==> src/rtl/pcs_pkg.sv <==
package pcs_pkg;
  typedef enum logic {
    LOAD_AT_ZERO  = 1'b0,
    LOAD_AT_MATCH = 1'b1
  } load_mode_e;
endpackage

==> src/rtl/pcs_cmp_reg.sv <==
module pcs_cmp_reg #(
  parameter int CNT_W = 32
) (
  input  logic             clk_i,
  input  logic             rst_ni,
  input  logic             wr_i,
  input  logic             shadow_en_i,
  input  logic [CNT_W-1:0] wdata_i,
  input  logic             xfer_req_i,
  output logic             xfer_o,
  output logic [CNT_W-1:0] active_o
);
  logic [CNT_W-1:0] shadow_q;
  logic             pending_q;
  logic             direct_wr;

  assign direct_wr = wr_i & ~shadow_en_i;
  // a direct write wins over a pending transfer
  assign xfer_o    = xfer_req_i & pending_q & ~direct_wr;

  always_ff @(posedge clk_i or negedge rst_ni) begin
    if (!rst_ni) begin
      active_o  <= '0;
      shadow_q  <= '0;
      pending_q <= 1'b0;
    end else begin
      if (direct_wr) begin
        active_o  <= wdata_i;
        pending_q <= 1'b0;
      end else if (xfer_o) begin
        active_o  <= shadow_q;
        pending_q <= 1'b0;
      end
      if (wr_i && shadow_en_i) begin
        shadow_q  <= wdata_i;
        pending_q <= 1'b1;
      end
    end
  end
endmodule

==> src/rtl/pcs_match_det.sv <==
module pcs_match_det #(
  parameter int CNT_W = 32
) (
  input  logic             clk_i,
  input  logic             rst_ni,
  input  logic             en_i,
  input  logic [CNT_W-1:0] count_i,
  input  logic [CNT_W-1:0] active_i,
  output logic             hit_o,
  output logic             match_o
);
  logic eq, eq_q;

  assign eq    = (count_i == active_i);
  assign hit_o = en_i & eq & ~eq_q;

  always_ff @(posedge clk_i or negedge rst_ni) begin
    if (!rst_ni) begin
      eq_q    <= 1'b0;
      match_o <= 1'b0;
    end else begin
      eq_q    <= en_i & eq;
      match_o <= hit_o;
    end
  end
endmodule

==> src/rtl/pcs_pulse_gen.sv <==
module pcs_pulse_gen #(
  parameter int WID_W   = 12,
  parameter int TICK_LG = 2
) (
  input  logic             clk_i,
  input  logic             rst_ni,
  input  logic             en_i,
  input  logic             trig_i,
  input  logic [WID_W-1:0] width_i,
  input  logic             pol_i,
  output logic             sync_o
);
  localparam int REM_W = WID_W + TICK_LG + 1;

  logic [REM_W-1:0] rem_q;
  logic [REM_W-1:0] len;

  assign len    = (REM_W'(width_i) + REM_W'(1)) << TICK_LG;
  assign sync_o = (rem_q != '0) ^ pol_i;

  always_ff @(posedge clk_i or negedge rst_ni) begin
    if (!rst_ni)             rem_q <= '0;
    else if (!en_i)          rem_q <= '0;
    else if (trig_i)         rem_q <= len;
    else if (rem_q != '0)    rem_q <= rem_q - REM_W'(1);
  end
endmodule

==> src/rtl/pos_cmp_sync.sv <==
module pos_cmp_sync #(
  parameter int CNT_W   = 32,
  parameter int WID_W   = 12,
  parameter int TICK_LG = 2
) (
  input  logic             clk_i,
  input  logic             rst_ni,
  input  logic             en_i,
  input  logic             shadow_en_i,
  input  logic             load_mode_i,
  input  logic             pol_i,
  input  logic [WID_W-1:0] width_i,
  input  logic [CNT_W-1:0] count_i,
  input  logic             cmp_wr_i,
  input  logic [CNT_W-1:0] cmp_wdata_i,
  output logic [CNT_W-1:0] cmp_active_o,
  output logic             match_o,
  output logic             ready_o,
  output logic             sync_o
);
  import pcs_pkg::*;

  logic hit, xfer_req, xfer;
  load_mode_e mode;

  assign mode     = load_mode_e'(load_mode_i);
  assign xfer_req = en_i & ((mode == LOAD_AT_MATCH) ? hit : (count_i == '0));

  pcs_cmp_reg #(.CNT_W(CNT_W)) u_reg (
    .clk_i, .rst_ni,
    .wr_i(cmp_wr_i), .shadow_en_i, .wdata_i(cmp_wdata_i),
    .xfer_req_i(xfer_req), .xfer_o(xfer), .active_o(cmp_active_o)
  );

  pcs_match_det #(.CNT_W(CNT_W)) u_det (
    .clk_i, .rst_ni, .en_i, .count_i,
    .active_i(cmp_active_o), .hit_o(hit), .match_o
  );

  pcs_pulse_gen #(.WID_W(WID_W), .TICK_LG(TICK_LG)) u_pulse (
    .clk_i, .rst_ni, .en_i, .trig_i(hit),
    .width_i, .pol_i, .sync_o
  );

  always_ff @(posedge clk_i or negedge rst_ni) begin
    if (!rst_ni) ready_o <= 1'b0;
    else         ready_o <= xfer;
  end
endmodule

==> config.mk <==
export PLATFORM = sky130hd
export DESIGN_NAME = pos_cmp_sync
export DESIGN_NICKNAME = d
export VERILOG_FILES = /design/src/rtl/pcs_pkg.sv /design/src/rtl/pcs_cmp_reg.sv /design/src/rtl/pcs_match_det.sv /design/src/rtl/pcs_pulse_gen.sv /design/src/rtl/pos_cmp_sync.sv
export SDC_FILE = /design/constraint.sdc
export NUM_CORES = 1
export LEC_CHECK = 0
export BUFFER_PORTS_ARGS = -buffer_cell sky130_fd_sc_hd__buf_4
export CAP_MARGIN = 15
export CORE_UTILIZATION = 58
export CTS_CLUSTER_DIAMETER = 100
export DETAILED_ROUTE_END_ITERATION = 8
export PLACE_DENSITY = 0.86
export SYNTH_ARGS = -nofsm -noshare
export SYNTH_HDL_FRONTEND = slang
export SYNTH_SLANG_ARGS = --single-unit
export TNS_END_PERCENT = 1
==> constraint.sdc <==
create_clock -name clk_i -period 4.48 [get_ports clk_i]
set_input_delay 0.224 -clock clk_i [delete_from_list [all_inputs] [get_ports clk_i]]
set_output_delay 0.224 -clock clk_i [all_outputs]
set_load 0.05 [all_outputs]
==> run_results.csv <==
group,metric,value,unit
floorplanning,die_h,90.70,um
route,routedWlPerCell,18.45,um
setup_path,rrSetupSlack,1.66,ns
timing,post-route-period-util,62.91,%
synth,syn_avg_cell_area,9.566,um^2
floorplanning,die_w,90.70,um
timing,slew_viol_final,0,
synth,synth_seq_cells,83,
global_routing,antenna_found_initial,0,
synth,synth_top_cell_by_area,"dfrtp_1",
clock_network,clock_path_buffers,2,
timing,setup_ws,1.662,ns
timing,rsz0062_at_grt,"no",
synth,yosysMostFrequentCell,"dfrtp_1",
timing,setup_tns,0,ns
clock_network,cts.clk_slew.worst_paths,0.09,ns
global_routing,grt_pass1_vias,4371,
timing,max_clock_freq,354.8,MHz
floorplanning,io_pins,118,
clock_network,cts-resized-gates,0,
synth,synth_ff_type,"dfrtp_1",
synth,netlist_top_cells_area,"dfrtp_1 (46%), mux2_2 (7.9%), xnor2_1 (7.3%), nand3_1 (5.0%), nand2_1 (4.5%)",
timing,hold_viol_final,0,
clock_network,holdBufCountCts,0,
setup_path,r2r_cells,7,
setup_path,cp-start-kind,"flip-flop",
floorplanning,core_area,7447,um^2
setup_path,cp_max_fo,20,
clock_network,clock_sinks,83,
power,p_sw,885.8,uW
power,power_frac_seq,41.9,%
timing,tightest_slew,1.034,ns
power,pwr-share-clk,22.6,%
global_routing,grt_start_max_net_pins,84,
final_layout,num_antenna_cells,0,
setup_path,reg2reg_to,"u_reg.active_o[1]",
timing,fin_crit,2.818,ns
outcome,status,"finished, final reports clean",
route,avgViaCountPerCell,6.083,
place,hpwl,9325,um
setup_path,rr_startpoint,"u_reg.active_o[0]",
route,route.detailed.drc,0,
clock_network,clk_latency,0.36,ns
place,place_congestion,0.9497,
clock_network,htree_levels,3,
global_routing,overflow,0,
clock_network,post-cts-setup-buffer-count,0,
timing,relSlewSlack,31.08,%
power,p_per_area,411.9,nW/um^2
global_routing,grt_pass1_wl,21090,um
setup_path,cp_data_required_time,4.68,ns
final_layout,finalNetCount,670,
route,first_pass_iters,5,
timing,holdWs,0.04647,ns
synth,async_flop_share,100.0,%
clock_network,cts_inserted_buffers,9,
power,p_leak,0.002530,uW
power,sw_frac_of_total,37.82,%
synth,syn_area,4563,um^2
synth,synth_top_area_share,45.52,%
setup_path,end_kind,"flip-flop",
route,drtIter0Drc,205,
synth,yosysUniqueCellTypes,41,
min_path,min_path_type,"primary input to asynchronous set/reset pin",
final_layout,syn2layout_area_growth,24.62,%
clock_network,cts-root-buf,"clkbuf_8",
clock_network,cts_tree,"built",
global_routing,busiest_layer,"met2",
setup_path,path_class,"flip-flop to flip-flop",
power,ir_worst_vdd,0.2458,mV
floorplanning,die-area,8226,um^2
synth,synth_common_cells,"dfrtp_1 (83), nand2_1 (55), nand3_1 (46)",
synth,synthCells,477,
final_layout,drive_above_1_share,29.37,%
floorplanning,start_util,61.27,%
run,cap_violations,0,
synth,yosys_warnings,0,
power,pwr-share-comb,35.4,%
route,ant_nets,0,
timing,fin_worst_skew,0.02114,ns
timing,finalSetupViolations,0,
final_layout,finalNonFillerCells,688,
place,port_buffers,117,
final_layout,fill_cells,539,
global_routing,use_met1,38.10,%
final_layout,final_core_util,76.36,%
place,place_inst,670,
global_routing,gr-usage-met2,57.83,%
synth,synth_edf_count,0,
global_routing,grt_usage,32.45,%
power,p_int,1456,uW
setup_path,critical_path_arrival,3.02,ns
place,preCtsSetupSlack,1.640,ns
synth,yosysSeqAreaShare,45.52,%
floorplanning,rows,31,
route,vias,4185,
synth,syn-num-nets,563,
global_routing,met3_usage,6.229,%
route,routed_wl,12700,um
## state kept, by name (all words and copies together), names as in the netlist
signal and cells:
ready_o 1, u_det.match_o 1, u_reg.pending_q 1, u_reg.shadow_q 32, u_pulse.rem_q 15, u_reg.active_o 32, u_det.eq_q 1
## layout make-up
cell class,instances,area [um^2],share of cell area (%)
Tap cell,99,123.9,2.178
Clock inverter,6,55.05,0.9681
Multi-Input combinational cell,360,2327,40.92
Inverter,8,30.03,0.5281
Clock buffer,10,137.6,2.420
Timing Repair Buffer,122,935.9,16.46
Sequential cell,83,2077,36.52
## logic make-up (layout without fill, tap and decap cells)
kind of cell | after synthesis | in the layout | share of synthesized area [%]
simple gates | 216 | 216 | 23.55
flops | 83 | 83 | 45.52
xor+xnor | 51 | 51 | 9.789
compound gates | 48 | 48 | 6.690
mux | 42 | 42 | 10.09
buf+inv | 34 | 146 | 3.537
fa+ha+maj | 3 | 3 | 0.8227
## routing by layer
layer  up-vias  routed length, um
li1       1890                  -
met1      2074               4927
met2       192               6703
met3        29                791
met4         0                274
met5         -                  0
## worst max-delay path, stage by stage (launching register included)
cell	delay [ns]
dfrtp_1	0.44
xor2_1	0.18
or4_1	0.52
nor4_4	0.31
nand4_1	0.55
buf_4	0.45
nand3_1	0.12
a31oi_1	0.10
## placed cells by master (no fill, tap or decap), types with 5 or more instances in the layout
| cell | instances |
|---|---|
| buf_4 | 120 |
| dfrtp_1 | 83 |
| nand2_1 | 55 |
| nand3_1 | 46 |
| nor2_1 | 42 |
| xnor2_1 | 38 |
| a31oi_1 | 32 |
| mux2_2 | 32 |
| nand4_1 | 14 |
| xor2_1 | 13 |
| nor3_1 | 12 |
| nor4_1 | 11 |
| mux2i_1 | 10 |
| clkbuf_8 | 10 |
| inv_1 | 8 |
| nand2b_1 | 8 |
| nor2b_1 | 8 |
| o21ai_0 | 5 |
## metrics by stage
| stage | cell area, um^2 | total power, uW |
|---|---|---|
| after global placement | 5459 | 1790 |
| after floorplan | 4563 | 1547 |
| after CTS | 5652 | 2346 |
| after global routing | 5687 | 2470 |
| after detailed placement | 5459 | 1820 |
| final | 5687 | 2342 |
## how the worst max path moves through the flow
stage                                  from  cells past startpoint           endpoint
after floorplan           u_reg.active_o[0]                      7  u_pulse.rem_q[14]
after global placement    u_reg.active_o[0]                      7  u_reg.active_o[7]
after detailed placement  u_reg.active_o[0]                      7  u_reg.active_o[8]
after CTS                 u_reg.active_o[0]                      7  u_reg.active_o[8]
after global routing      u_reg.active_o[0]                      7  u_reg.active_o[2]
final                     u_reg.active_o[0]                      7  u_reg.active_o[1]
## power by group through the flow
stage	Clock [uW]	Sequential [uW]	Combinational [uW]
3_5_place_dp	0	991	829
4_1_cts	535	979	832
3_3_place_gp	0	985	805
6_report	530	982	830
2_1_floorplan	0	1100	450
5_1_grt	566	996	907
(Power assumes the default switching activity.)
